$ cat config.mk
export PLATFORM = sky130hd
export DESIGN_NAME = stipblit_engine
export DESIGN_NICKNAME = d
export VERILOG_FILES = /design/src/rtl/stipblit_pkg.sv /design/src/rtl/stipblit_decode.sv /design/src/rtl/stipblit_seq.sv /design/src/rtl/stipblit_engine.sv
export SDC_FILE = /design/constraint.sdc
export NUM_CORES = 1
export LEC_CHECK = 0
export BUFFER_PORTS_ARGS = -buffer_cell sky130_fd_sc_hd__buf_2
export CELL_PAD_IN_SITES_DETAIL_PLACEMENT = 0
export CELL_PAD_IN_SITES_GLOBAL_PLACEMENT = 1
export CORE_AREA = 2 2 124 126
export CTS_CLUSTER_DIAMETER = 200
export DETAILED_ROUTE_END_ITERATION = 12
export DIE_AREA = 0 0 126 128
export PLACE_DENSITY_LB_ADDON = 0.1
export SYNTH_ARGS = -nofsm -noshare
export SYNTH_HDL_FRONTEND = slang
export SYNTH_HIERARCHICAL = 1
export SYNTH_SLANG_ARGS = --single-unit
$ cat constraint.sdc
create_clock -name clk -period 4.2 [get_ports clk]
set_input_delay 0.84 -clock clk [delete_from_list [all_inputs] [get_ports clk]]
set_output_delay 0.84 -clock clk [all_outputs]
set_load 0.1 [all_outputs]
$ cat src/rtl/stipblit_pkg.sv
package stipblit_pkg;

    localparam int IDX_W     = 20;
    localparam int RUN_W     = 5;
    localparam int MASK_W    = 32;
    localparam int SRC_W     = 24;
    localparam logic [SRC_W-1:0] FILL_CODE = '1;

    typedef enum logic {
        OP_STIP = 1'b0,
        OP_BLIT = 1'b1
    } op_e;

    typedef struct packed {
        op_e               op;
        logic              trig;
        logic              fill;
        logic [IDX_W-1:0]  dst;
        logic [IDX_W-1:0]  src;
        logic [RUN_W-1:0]  len_m1;
        logic [MASK_W-1:0] mask;
        logic [7:0]        colour;
    } cmd_t;

    typedef enum logic [2:0] {
        S_IDLE,
        S_STIP,
        S_FILL,
        S_CP_RD,
        S_CP_WR
    } state_e;

endpackage

$ cat src/rtl/stipblit_decode.sv
module stipblit_decode
    import stipblit_pkg::*;
(
    input  logic [23:2] wr_addr,
    input  logic [31:0] wr_data,
    output cmd_t        cmd
);

    always_comb begin
        cmd.op     = wr_addr[23] ? OP_BLIT : OP_STIP;
        cmd.trig   = wr_addr[2];
        cmd.dst    = wr_addr[22:3];
        cmd.src    = wr_data[IDX_W-1:0];
        cmd.fill   = (wr_data[SRC_W-1:0] == FILL_CODE);
        cmd.len_m1 = wr_data[SRC_W+RUN_W-1:SRC_W];
        cmd.mask   = wr_data;
        cmd.colour = wr_data[7:0];
    end

endmodule

$ cat src/rtl/stipblit_seq.sv
module stipblit_seq
    import stipblit_pkg::*;
#(
    parameter int PIX_AW = 20
) (
    input  logic              clk,
    input  logic              rst_n,
    input  logic              wr_en,
    input  cmd_t              cmd,
    output logic              wr_ready,
    output logic              busy,
    output logic              mem_en,
    output logic              mem_we,
    output logic [PIX_AW-1:0] mem_addr,
    output logic [7:0]        mem_wdata,
    input  logic [7:0]        mem_rdata
);

    localparam logic [RUN_W-1:0] STIP_LAST = RUN_W'(MASK_W - 1);

    state_e             st, st_nx;
    logic [7:0]         col_q;
    logic [PIX_AW-1:0]  dst_q, src_q;
    logic [RUN_W-1:0]   idx_q, last_q;
    logic [MASK_W-1:0]  mask_q;
    logic               accept, go, set_col, run_end;
    logic [PIX_AW-1:0]  dst_at, src_at;

    assign wr_ready = (st == S_IDLE);
    assign busy     = !wr_ready;
    assign accept   = wr_en && wr_ready;
    assign go       = accept && cmd.trig;
    assign set_col  = accept && !cmd.trig;
    assign run_end  = (idx_q == last_q);
    assign dst_at   = dst_q + PIX_AW'(idx_q);
    assign src_at   = src_q + PIX_AW'(idx_q);

    // state register
    always_ff @(posedge clk) begin
        if (!rst_n) st <= S_IDLE;
        else        st <= st_nx;
    end

    // next state
    always_comb begin
        st_nx = st;
        unique case (st)
            S_IDLE: begin
                if (go) begin
                    if (cmd.op == OP_STIP) st_nx = S_STIP;
                    else if (cmd.fill)     st_nx = S_FILL;
                    else                   st_nx = S_CP_RD;
                end
            end
            S_STIP:  if (idx_q == STIP_LAST) st_nx = S_IDLE;
            S_FILL:  if (run_end) st_nx = S_IDLE;
            S_CP_RD: st_nx = S_CP_WR;
            S_CP_WR: st_nx = run_end ? S_IDLE : S_CP_RD;
            default: st_nx = S_IDLE;
        endcase
    end

    // memory-side outputs
    always_comb begin
        mem_en    = 1'b0;
        mem_we    = 1'b0;
        mem_addr  = dst_at;
        mem_wdata = col_q;
        unique case (st)
            S_IDLE: ;
            S_STIP: begin
                mem_en = mask_q[MASK_W-1];
                mem_we = mask_q[MASK_W-1];
            end
            S_FILL: begin
                mem_en = 1'b1;
                mem_we = 1'b1;
            end
            S_CP_RD: begin
                mem_en   = 1'b1;
                mem_addr = src_at;
            end
            S_CP_WR: begin
                mem_en    = 1'b1;
                mem_we    = 1'b1;
                mem_wdata = mem_rdata;
            end
            default: ;
        endcase
    end

    // operand registers
    always_ff @(posedge clk) begin
        if (!rst_n) begin
            col_q  <= '0;
            dst_q  <= '0;
            src_q  <= '0;
            idx_q  <= '0;
            last_q <= '0;
            mask_q <= '0;
        end else begin
            if (set_col) col_q <= cmd.colour;
            if (go) begin
                dst_q  <= cmd.dst[PIX_AW-1:0];
                src_q  <= cmd.src[PIX_AW-1:0];
                last_q <= cmd.len_m1;
                mask_q <= cmd.mask;
                idx_q  <= '0;
            end
            unique case (st)
                S_STIP: begin
                    mask_q <= mask_q << 1;
                    idx_q  <= idx_q + 1'b1;
                end
                S_FILL, S_CP_WR: idx_q <= idx_q + 1'b1;
                default: ;
            endcase
        end
    end

    // inside a fill run the address advances by one per cycle
    p_run_step_r11: assert property (@(posedge clk) disable iff (!rst_n)
        (st == S_FILL && $past(st) == S_FILL) |-> mem_addr == $past(mem_addr) + 1'b1);

    // a copy write lands on the address following the previous write
    p_copy_order_r7: assert property (@(posedge clk) disable iff (!rst_n)
        (st == S_CP_RD && $past(st) == S_CP_WR) |=> mem_addr == $past(mem_addr, 2) + 1'b1);

endmodule

$ cat src/rtl/stipblit_engine.sv
module stipblit_engine
    import stipblit_pkg::*;
#(
    parameter int PIX_AW = 20
) (
    input  logic              clk,
    input  logic              rst_n,
    input  logic              wr_en,
    input  logic [23:2]       wr_addr,
    input  logic [31:0]       wr_data,
    output logic              wr_ready,
    input  logic              rd_en,
    output logic [31:0]       rd_data,
    output logic              rd_valid,
    output logic              busy,
    output logic              mem_en,
    output logic              mem_we,
    output logic [PIX_AW-1:0] mem_addr,
    output logic [7:0]        mem_wdata,
    input  logic [7:0]        mem_rdata
);

    cmd_t cmd;

    stipblit_decode u_dec (
        .wr_addr (wr_addr),
        .wr_data (wr_data),
        .cmd     (cmd)
    );

    stipblit_seq #(.PIX_AW(PIX_AW)) u_seq (
        .clk       (clk),
        .rst_n     (rst_n),
        .wr_en     (wr_en),
        .cmd       (cmd),
        .wr_ready  (wr_ready),
        .busy      (busy),
        .mem_en    (mem_en),
        .mem_we    (mem_we),
        .mem_addr  (mem_addr),
        .mem_wdata (mem_wdata),
        .mem_rdata (mem_rdata)
    );

    always_ff @(posedge clk) begin
        if (!rst_n) rd_valid <= 1'b0;
        else        rd_valid <= rd_en;
    end
    assign rd_data = '0;

    // no memory traffic while idle
    p_idle_quiet_r1: assert property (@(posedge clk) disable iff (!rst_n)
        !busy |-> !mem_en);

    // a colour write leaves the engine idle
    p_colour_only_r1: assert property (@(posedge clk) disable iff (!rst_n)
        (wr_en && wr_ready && !wr_addr[2]) |=> !busy);

    // an accepted trigger makes the engine busy on the next cycle
    p_start_busy_r8: assert property (@(posedge clk) disable iff (!rst_n)
        (wr_en && wr_ready && wr_addr[2]) |=> busy && !wr_ready);

    // every source read is followed directly by a write
    p_read_then_write_r7: assert property (@(posedge clk) disable iff (!rst_n)
        (mem_en && !mem_we) |=> (mem_en && mem_we));

endmodule

## Yosys cells after proc, flatten, opt, wreduce, memory -nomap -nowiden

Cells that the tools add are included.

- Add/sub/neg operators: 3
- Muxes and demuxes: 16
- Reductions and logical operators: 13
- Eq/ne operators: 10
- Bitwise gates (word level): 1

Operator list:

| kind | number |
|---|---|
| 32-bit 2-to-1 mux | 2 |
| 20-bit by 5-bit adder with 20-bit output | 2 |
| 24-bit == test (second input constant) | 1 |
| 20-bit 2-to-1 mux | 1 |
| 3-bit case mux with 5 select lines | 1 |
| 3-bit 2-to-1 mux | 4 |
| 5-bit 2-to-1 mux | 2 |
| 8-bit 2-to-1 mux | 1 |
| 3-bit by 2-bit == test with 1-bit output (second input constant) | 2 |
| 3-bit OR reduction | 2 |
| 5-bit by 1-bit adder with 5-bit output (second input constant) | 1 |
| 5-bit == test | 1 |
| 5-bit == test (second input constant) | 1 |
| 2-bit by 1-bit inequality test with 1-bit output (second input constant) | 2 |
| 1-bit case mux with 2 select lines | 2 |
| 2-bit nonzero test | 2 |
| 2-bit OR reduction | 2 |
| 3-bit by 1-bit == test with 1-bit output (second input constant) | 1 |
| 3-bit == test (second input constant) | 1 |
| 1-bit logical AND | 3 |
| 3-bit logical NOT | 1 |
| 3-bit AND reduction | 1 |
| 1-bit logical NOT | 2 |
| 1-bit 2-to-1 mux | 2 |
| 3 further kinds | 3 |

- Bits of input ports: 66
- Logic and storage cells: 52
- Output and inout bits: 65
- Flip-flop bits (word level): 94

## Depth between registers and ports, before layout

Gate-level depths: netlist of the first run.

- Word-level depth: 5
- Gate-level depth with buffers: 14
- Depth with buffers taken out: 11

## Cells and area by module

Netlist of the first run, hierarchy kept.

By module, submodules not included:

| module | times used | area each (µm²) | cells each | seq. area each (µm²) |
|---|---|---|---|---|
| stipblit_seq | 1 | 4643.2 | 619 | 1861.8 |
| stipblit_decode | 1 | 708.2 | 95 | 0.0 |
| stipblit_engine | 1 | 270.3 | 35 | 20.0 |

## Least setup slack after synthesis of the first run

OpenSTA, ideal clock, no wires.

- Path kind: register to output
- Start point: register u_seq.st[2]
- End point: output mem_addr[8]
- Buffers on the path: 3
- Data arrival time: 4532 ps
- Slack: -1172 ps
- Cell stages (with the launch flop): 14
- Data required time: 3360 ps
- Path through: dfxtp_1 > buf_6 > nand3b_4 > buf_2 > clkbuf_1 > nand2_1 > nand2_1 > ha_1 > fa_1 > a211oi_1 > o21bai_1 > nand4_1 > xor2_1 > o21ai_0

- Cells in the longest elaborated chain, start to end: 2

Ends and longest elaborated chain:

| item | RTL line | RTL |
|---|---|---|
| start, declared | stipblit_seq.sv:21 | `state_e st, st_nx;` |
| start signal, assigned | stipblit_seq.sv:41 | `else st <= st_nx;` |
| 3-bit by 2-bit == test with 1-bit output | stipblit_seq.sv:69 | `unique case (st)` |
| 20-bit 2-to-1 mux | stipblit_seq.sv:69 |  |
| end, declared | stipblit_engine.sv:18 | `output logic [PIX_AW-1:0] mem_addr,` |

Every way passes these cells.

## Final worst setup path of the first run

- Start point: register u_seq.st[0]
- End point: output mem_addr[19]

Same word-level chain as after synthesis.

==> impl_metrics.json, run 1 <==
{
  "status": "finished clean",
  "grt_overflow_total": 0,
  "pin_count": 131,
  "syn_inst": 749,
  "final_hold_viol_count": 0,
  "gp_congestion": 0.840,
  "grt_pass1_wl_um": 22400,
  "antenna_found_initial": 0,
  "ys.flop_type": "dfxtp_1",
  "finClkSkew_ns": 0.00777,
  "p_leak_nw": 2.65,
  "die_y_um": 128,
  "fmax_mhz": 252,
  "wl_per_cell_um": 14.9,
  "fin_crit_ns": 3.97,
  "critPathKind": "reg2out",
  "power_density_nw_per_um2": 414,
  "holdPathStages": 2,
  "ys_seq_area_share_pct": 33.5,
  "grt_max_degree": 80,
  "numCtsBuffers": 9,
  "crit-reg2reg-launch": "u_seq/st[1]",
  "n_antenna_cell": 0,
  "synth_top_area_share_pct": 33.5,
  "port_buffers": 98,
  "internal_power_mw": 1.66,
  "p_seq_share_pct": 39.5,
  "hold_slack_ns": 0.460,
  "post-route-period-util_pct": 94.6,
  "switching_share_pct": 35.3,
  "synthesis.area_um2": 5620,
  "track_usage_pct": 17.4,
  "hold_path_class": "reg2reg",
  "floorplan.rows": 45,
  "drv_slew": 0,
  "drv_cap": 0,
  "cts_root_buf": "clkbuf_16",
  "hp-start": "u_seq/dst_q[19]",
  "drt-initial-drc-count": 286,
  "reg2reg_depth": 5,
  "r2r-end": "u_seq/src_q[15]",
  "core_area_um2": 14900,
  "crit_required_ns": 3.36,
  "synth_edf_count": 0,
  "drc_errors": 0,
  "yosysTopAreaCell": "dfxtp_1",
  "fillers": 1563,
  "drtPass1Iterations": 4,
  "clock_sinks": 94,
  "via_count": 4607,
  "fin_nets": 813,
  "tightest_slew_ns": 1.04,
  "p_switching_mw": 0.907,
  "setup.worst_path.end_class": "primary output",
  "via_per_inst": 4.94,
  "yosysWarnings": 6,
  "grt_pass1_vias": 4383,
  "clock_path_buffers": 2,
  "final-seq-area_um2": 1880,
  "wl_um": 13900,
  "setup_viol": 0,
  "path_max_fanout": 10,
  "reg2reg_slack_ns": 1.50,
  "whs_endpoint": "u_seq/dst_q[19]",
  "clock_latency_ns": 0.35,
  "ys_seq_elements": 94,
  "start_util_pct": 37.8,
  "hpwl_um": 9900,
  "clkPwrFrac_pct": 35.2,
  "syn_area_per_cell_um2": 7.51,
  "multi_input_area_um2": 2950,
  "layout-drive-gt1-share_pct": 20.4,
  "area_delta_synth_final_pct": 10.4,
  "tns_ns": 0,
  "startpoint_type": "flop",
  "ys_types": 46,
  "cts_tree": "built",
  "antenna_left": 0,
  "synth_area_leaders": "dfxtp_1 33%, buf_4 16%, nand2_1 14%, a311oi_1 4.8%, a21oi_1 4.8%",
  "ir_worst_vdd_v": 0.000208,
  "htree_levels": 3,
  "die_area_um2": 16100,
  "critical_path_arrival_ns": 3.13,
  "p_comb_share_pct": 25.3,
  "clk_pin_slew_ns": 0.07,
  "dieWidth_um": 126,
  "async_flop_share_pct": 0,
  "relSlewSlack_pct": 30.3
}
cells by family after synthesis:
| group | synth area share [%] |
|---|---|
| flip-flops | 33.5 |
| XOR/XNOR | 4.52 |
| buffers and inverters | 19.2 |
| AND/OR/NAND/NOR | 24.0 |
| other | 0.0667 |
| multiplexers | 4.30 |
| adder cells (fa/ha/maj) | 1.91 |
| AO/OA/AOI/OAI | 12.5 |
cell usage in the layout, fill, tap and decap left out, types with 10 or more instances in the layout:
cell,netlist,routed
nor2_1,57,57
xnor2_1,16,10
dfxtp_1,94,92
buf_2,11,83
nand4_1,10,10
nand2_1,215,215
a311oi_1,31,31
a21oi_1,54,54
buf_12,0,16
conb_1,1,32
mux2i_1,23,19
timing repair:
item | CTS | global route
buffers inserted | 0 | 0
hold buffers | 0 | 0
setup endpoints to repair | 0 | 10
resized for setup | 0 | 4
cells in the mapped netlist, types with 3 or more instances:
cell      count
a21oi_1      54
a311oi_1     31
buf_2        11
buf_4       120
clkbuf_1     27
dfxtp_1      94
ha_1          7
mux2i_1      23
nand2_1     215
nand2b_1      4
nand3_1      10
nand3b_1      3
nand4_1      10
nor2_1       57
nor2b_1       4
nor3_1        5
o21ai_0       9
xnor2_1      16
xor2_1       13
power by group through the flow:
stage                     sequential (mW)  clock, mW  combinational, mW
final                                1.01      0.906              0.651
after global routing                 1.02      0.975              0.695
after CTS                            1.01      0.937              0.654
after detailed placement             1.03          0              0.652
after global placement               1.03          0              0.647
after floorplan                      1.02          0              0.592
flip-flops by register name, summed over array words and instances, names as in the netlist:
register,count
u_seq/mask_q,32
u_seq/dst_q,20
u_seq/src_q,20
u_seq/col_q,8
u_seq/idx_q,5
u_seq/last_q,5
u_seq/st,3
rd_valid,1
area by class of cell:
type / instances / area share (%)
Sequential cell: 94 / 30.4
Clock inverter: 6 / 1.47
Clock buffer: 10 / 3.85
Timing Repair Buffer: 108 / 12.9
Multi-Input combinational cell: 524 / 47.5
Inverter: 2 / 0.121
Tap cell: 188 / 3.79
worst max-delay path by stage:
stage | to | slack (ns) | cells past startpoint | startpoint
final | mem_addr[19] | 0.23 | 12 | u_seq/st[0]
after global routing | mem_addr[10] | -0.01 | 12 | u_seq/st[0]
after CTS | mem_addr[10] | 0.03 | 12 | u_seq/st[1]
after detailed placement | mem_addr[10] | 0.43 | 12 | u_seq/st[1]
after global placement | mem_addr[10] | 0.52 | 12 | u_seq/st[1]
after floorplan | mem_addr[8] | -0.46 | 13 | u_seq/st[2]
layer usage:
metal	GRT usage [%]	vias to the layer above	wire length, um
li1	-	2319	-
met1	23.8	2142	6790
met2	26.6	126	6150
met3	4.42	20	707
met4	6.21	0	278
met5	0	-	0
through the flow:
| stage | cell area (um^2) | total power, mW | std cells | setup slack, ns | util (%) |
|---|---|---|---|---|---|
| floorplan | 5890 | 1.61 | 780 | -0.464 | - |
| global placement | 5870 | 1.68 | 916 | 0.520 | 39.5 |
| detailed placement | 5870 | 1.69 | 916 | 0.427 | 39.5 |
| CTS | 6200 | 2.60 | 932 | 0.0299 | 41.7 |
| global route | 6210 | 2.69 | 932 | -0.0104 | 41.8 |
| finish | 6210 | 2.57 | 932 | 0.228 | 41.8 |
critical path, cell delays in order (launching register included):
cell	delay [ns]
dfxtp_1	0.51
and3b_1	0.32
nand2_1	0.09
nand2_1	0.06
ha_1	0.24
o21ai_0	0.13
o21bai_1	0.16
a21oi_1	0.09
buf_4	0.18
nand2b_1	0.18
nor3_1	0.45
xnor2_4	0.18
buf_12	0.19
Note: power is estimated with default switching activity, not from simulation.
==> inputs of run 2 (changes only) <==
--- a/config.mk
+++ b/config.mk
@@ -5,13 +5,14 @@
 export SDC_FILE = /design/constraint.sdc
 export NUM_CORES = 1
 export LEC_CHECK = 0
-export BUFFER_PORTS_ARGS = -buffer_cell sky130_fd_sc_hd__buf_2
+export BUFFER_PORTS_ARGS = -buffer_cell sky130_fd_sc_hd__clkbuf_2
 export CELL_PAD_IN_SITES_DETAIL_PLACEMENT = 0
 export CELL_PAD_IN_SITES_GLOBAL_PLACEMENT = 1
 export CORE_AREA = 2 2 124 126
 export CTS_CLUSTER_DIAMETER = 200
 export DETAILED_ROUTE_END_ITERATION = 12
 export DIE_AREA = 0 0 126 128
+export HOLD_SLACK_MARGIN = 0.08
 export PLACE_DENSITY_LB_ADDON = 0.1
 export SYNTH_ARGS = -nofsm -noshare
 export SYNTH_HDL_FRONTEND = slang
==> run 2 against run 1 <==
Die area unchanged. Power down 5.6%. Sequential share of layout area up 0.39 points. Count of clock-buffer cells in the layout up 2. Cell count is 0.32% lower. Worst hold slack got worse by 0.0033 ns. First-iteration DRC count is 7.3% lower. Sequential power about the same. Highest routed layer unchanged.
==> impl_metrics.json, run 2 (synthesized netlist as in run 1, its figures left out) <==
{
  "relSlewSlack_pct": 48.7,
  "wl_um": 14000,
  "r2r-end": "u_seq/idx_q[2]",
  "rsz0062_at_grt": "no",
  "status": "finished clean",
  "fmax_mhz": 253,
  "critical_path_arrival_ns": 3.11,
  "post_cts_buffers": 0,
  "pin_count": 131,
  "p_leak_nw": 2.61,
  "reg2reg_depth": 6,
  "dieWidth_um": 126,
  "hold_path_class": "reg2reg",
  "floorplan.rows": 45,
  "htree_levels": 3,
  "top_regs": "u_seq/mask_q: 32 flops, u_seq/dst_q: 20 flops, u_seq/src_q: 20 flops",
  "tightest_slew_ns": 0.770,
  "grt_overflow_total": 0,
  "multi_input_area_um2": 2950,
  "critPathKind": "reg2out",
  "final_cells": 929,
  "drtPass1Iterations": 5,
  "startpoint_type": "flop",
  "utilization_pct": 41.2,
  "crit_required_ns": 3.36,
  "n_antenna_cell": 0,
  "start_util_pct": 37.8,
  "clock_latency_ns": 0.35,
  "power_density_nw_per_um2": 396,
  "clock_sinks": 94,
  "finalPower_mw": 2.43,
  "antenna_found_initial": 0,
  "layout_commonest_cell": "nand2_1",
  "dpl.cell_count": 916,
  "layout-drive-gt1-share_pct": 20.0,
  "post-route-period-util_pct": 93.9,
  "fillers": 1580,
  "fin_nets": 813,
  "crit-reg2reg-launch": "u_seq/st[2]",
  "drc_errors": 0,
  "largest_reg_flops": 32,
  "hpwl_um": 10200,
  "track_usage_pct": 17.5,
  "tns_ns": 0,
  "via_count": 4497,
  "die_area_um2": 16100,
  "reg2reg_slack_ns": 1.83,
  "path_max_fanout": 9,
  "grt_pass1_vias": 4348,
  "crit_start": "u_seq/st[0]",
  "design_area_um2": 6130,
  "clk_pin_slew_ns": 0.06,
  "place_area_um2": 5850,
  "clock_path_buffers": 2,
  "grt_pass1_wl_um": 22600,
  "finClkSkew_ns": 0.00585,
  "final-seq-area_um2": 1880,
  "wl_per_cell_um": 15.1,
  "cts_hold_buf": 0,
  "cts_tree": "built",
  "area_delta_synth_final_pct": 9.01,
  "fin_crit_ns": 3.95,
  "core_area_um2": 14900,
  "drv_slew": 0,
  "final_hold_viol_count": 0,
  "ir_worst_vdd_v": 0.000193,
  "numCtsBuffers": 9,
  "cts_root_buf": "clkbuf_16",
  "drt-initial-drc-count": 265,
  "die_y_um": 128,
  "via_per_inst": 4.84,
  "setup.worst_path.end": "mem_addr[10]",
  "top_register": "u_seq/mask_q",
  "port_buffers": 98,
  "setup_viol": 0,
  "gp_congestion": 0.835,
  "final_cell_mix": "215 x nand2_1, 92 x dfxtp_1, 83 x clkbuf_2",
  "drv_cap": 0,
  "antenna_left": 0,
  "grt_max_degree": 56,
  "setup.worst_path.end_class": "primary output"
}
## run 2: cell types whose count changed in the layout (fill, tap and decap cells not counted), sizes merged
| cell | delta |
|---|---|
| clkbuf | +85 |
| buf | -83 |
| bufinv | -2 |
| clkinv | -2 |
| inv | -2 |
| clkinvlp | +1 |
## run 2: cell type report
class | count | area share, %
clock buffers | 12 | 4.19
clock inverters | 1 | 0.122
inverters | 2 | 0.122
multi-input cells | 524 | 48.1
flip-flops and latches | 94 | 30.7
well taps | 188 | 3.84
repair buffers | 108 | 12.9
## run 2: what timing repair did
action | CTS | global route
endpoints found under the hold margin | 0 | 0
endpoints found under the setup margin | 0 | 6
gates resized for setup | 0 | 4
## run 2: where the power goes
group,switching (mW),internal (mW),total (mW)
registers,0.0528,0.962,1.02
logic,0.490,0.158,0.648
clock network,0.340,0.424,0.764
## run 2: per-stage QoR
stage,hold WS (ns),setup WS (ns)
after detailed placement,0.455,0.417
after global routing,0.479,0.0258
after floorplan,0.432,-0.464
after global placement,0.443,0.519
after CTS,0.466,0.0249
final,0.456,0.254
## run 2: how the worst min path moves through the flow
stage / from / to / slack, ns / cells after the start
6_report: u_seq/dst_q[19] / u_seq/dst_q[19] / 0.46 / 2
5_1_grt: u_seq/src_q[2] / u_seq/src_q[2] / 0.48 / 2
4_1_cts: u_seq/dst_q[19] / u_seq/dst_q[19] / 0.47 / 2
3_5_place_dp: u_seq/mask_q[0] / u_seq/mask_q[0] / 0.46 / 2
3_3_place_gp: u_seq/dst_q[19] / u_seq/dst_q[19] / 0.44 / 2
2_1_floorplan: u_seq/mask_q[0] / u_seq/mask_q[0] / 0.43 / 2
## run 2: routing by layer
metal  part of all wire [%]  wire, um  GRT usage (%)
met1                     48      6690           24.4
met2                     46      6450           27.5
met3                    4.4       621           2.75
met4                    1.8       248           6.66
met5                      0         0              0
## run 2: critical path, stage by stage (launching register included)
cell and delay (ns):
dfxtp_1 0.40, and3b_1 0.29, nand2_1 0.09, nand2_1 0.05, ha_1 0.21, fa_1 0.44
a211oi_1 0.29, o21bai_2 0.19, o21a_1 0.17, nand2_1 0.09, xor2_1 0.23, mux2i_4 0.12
buf_12 0.18
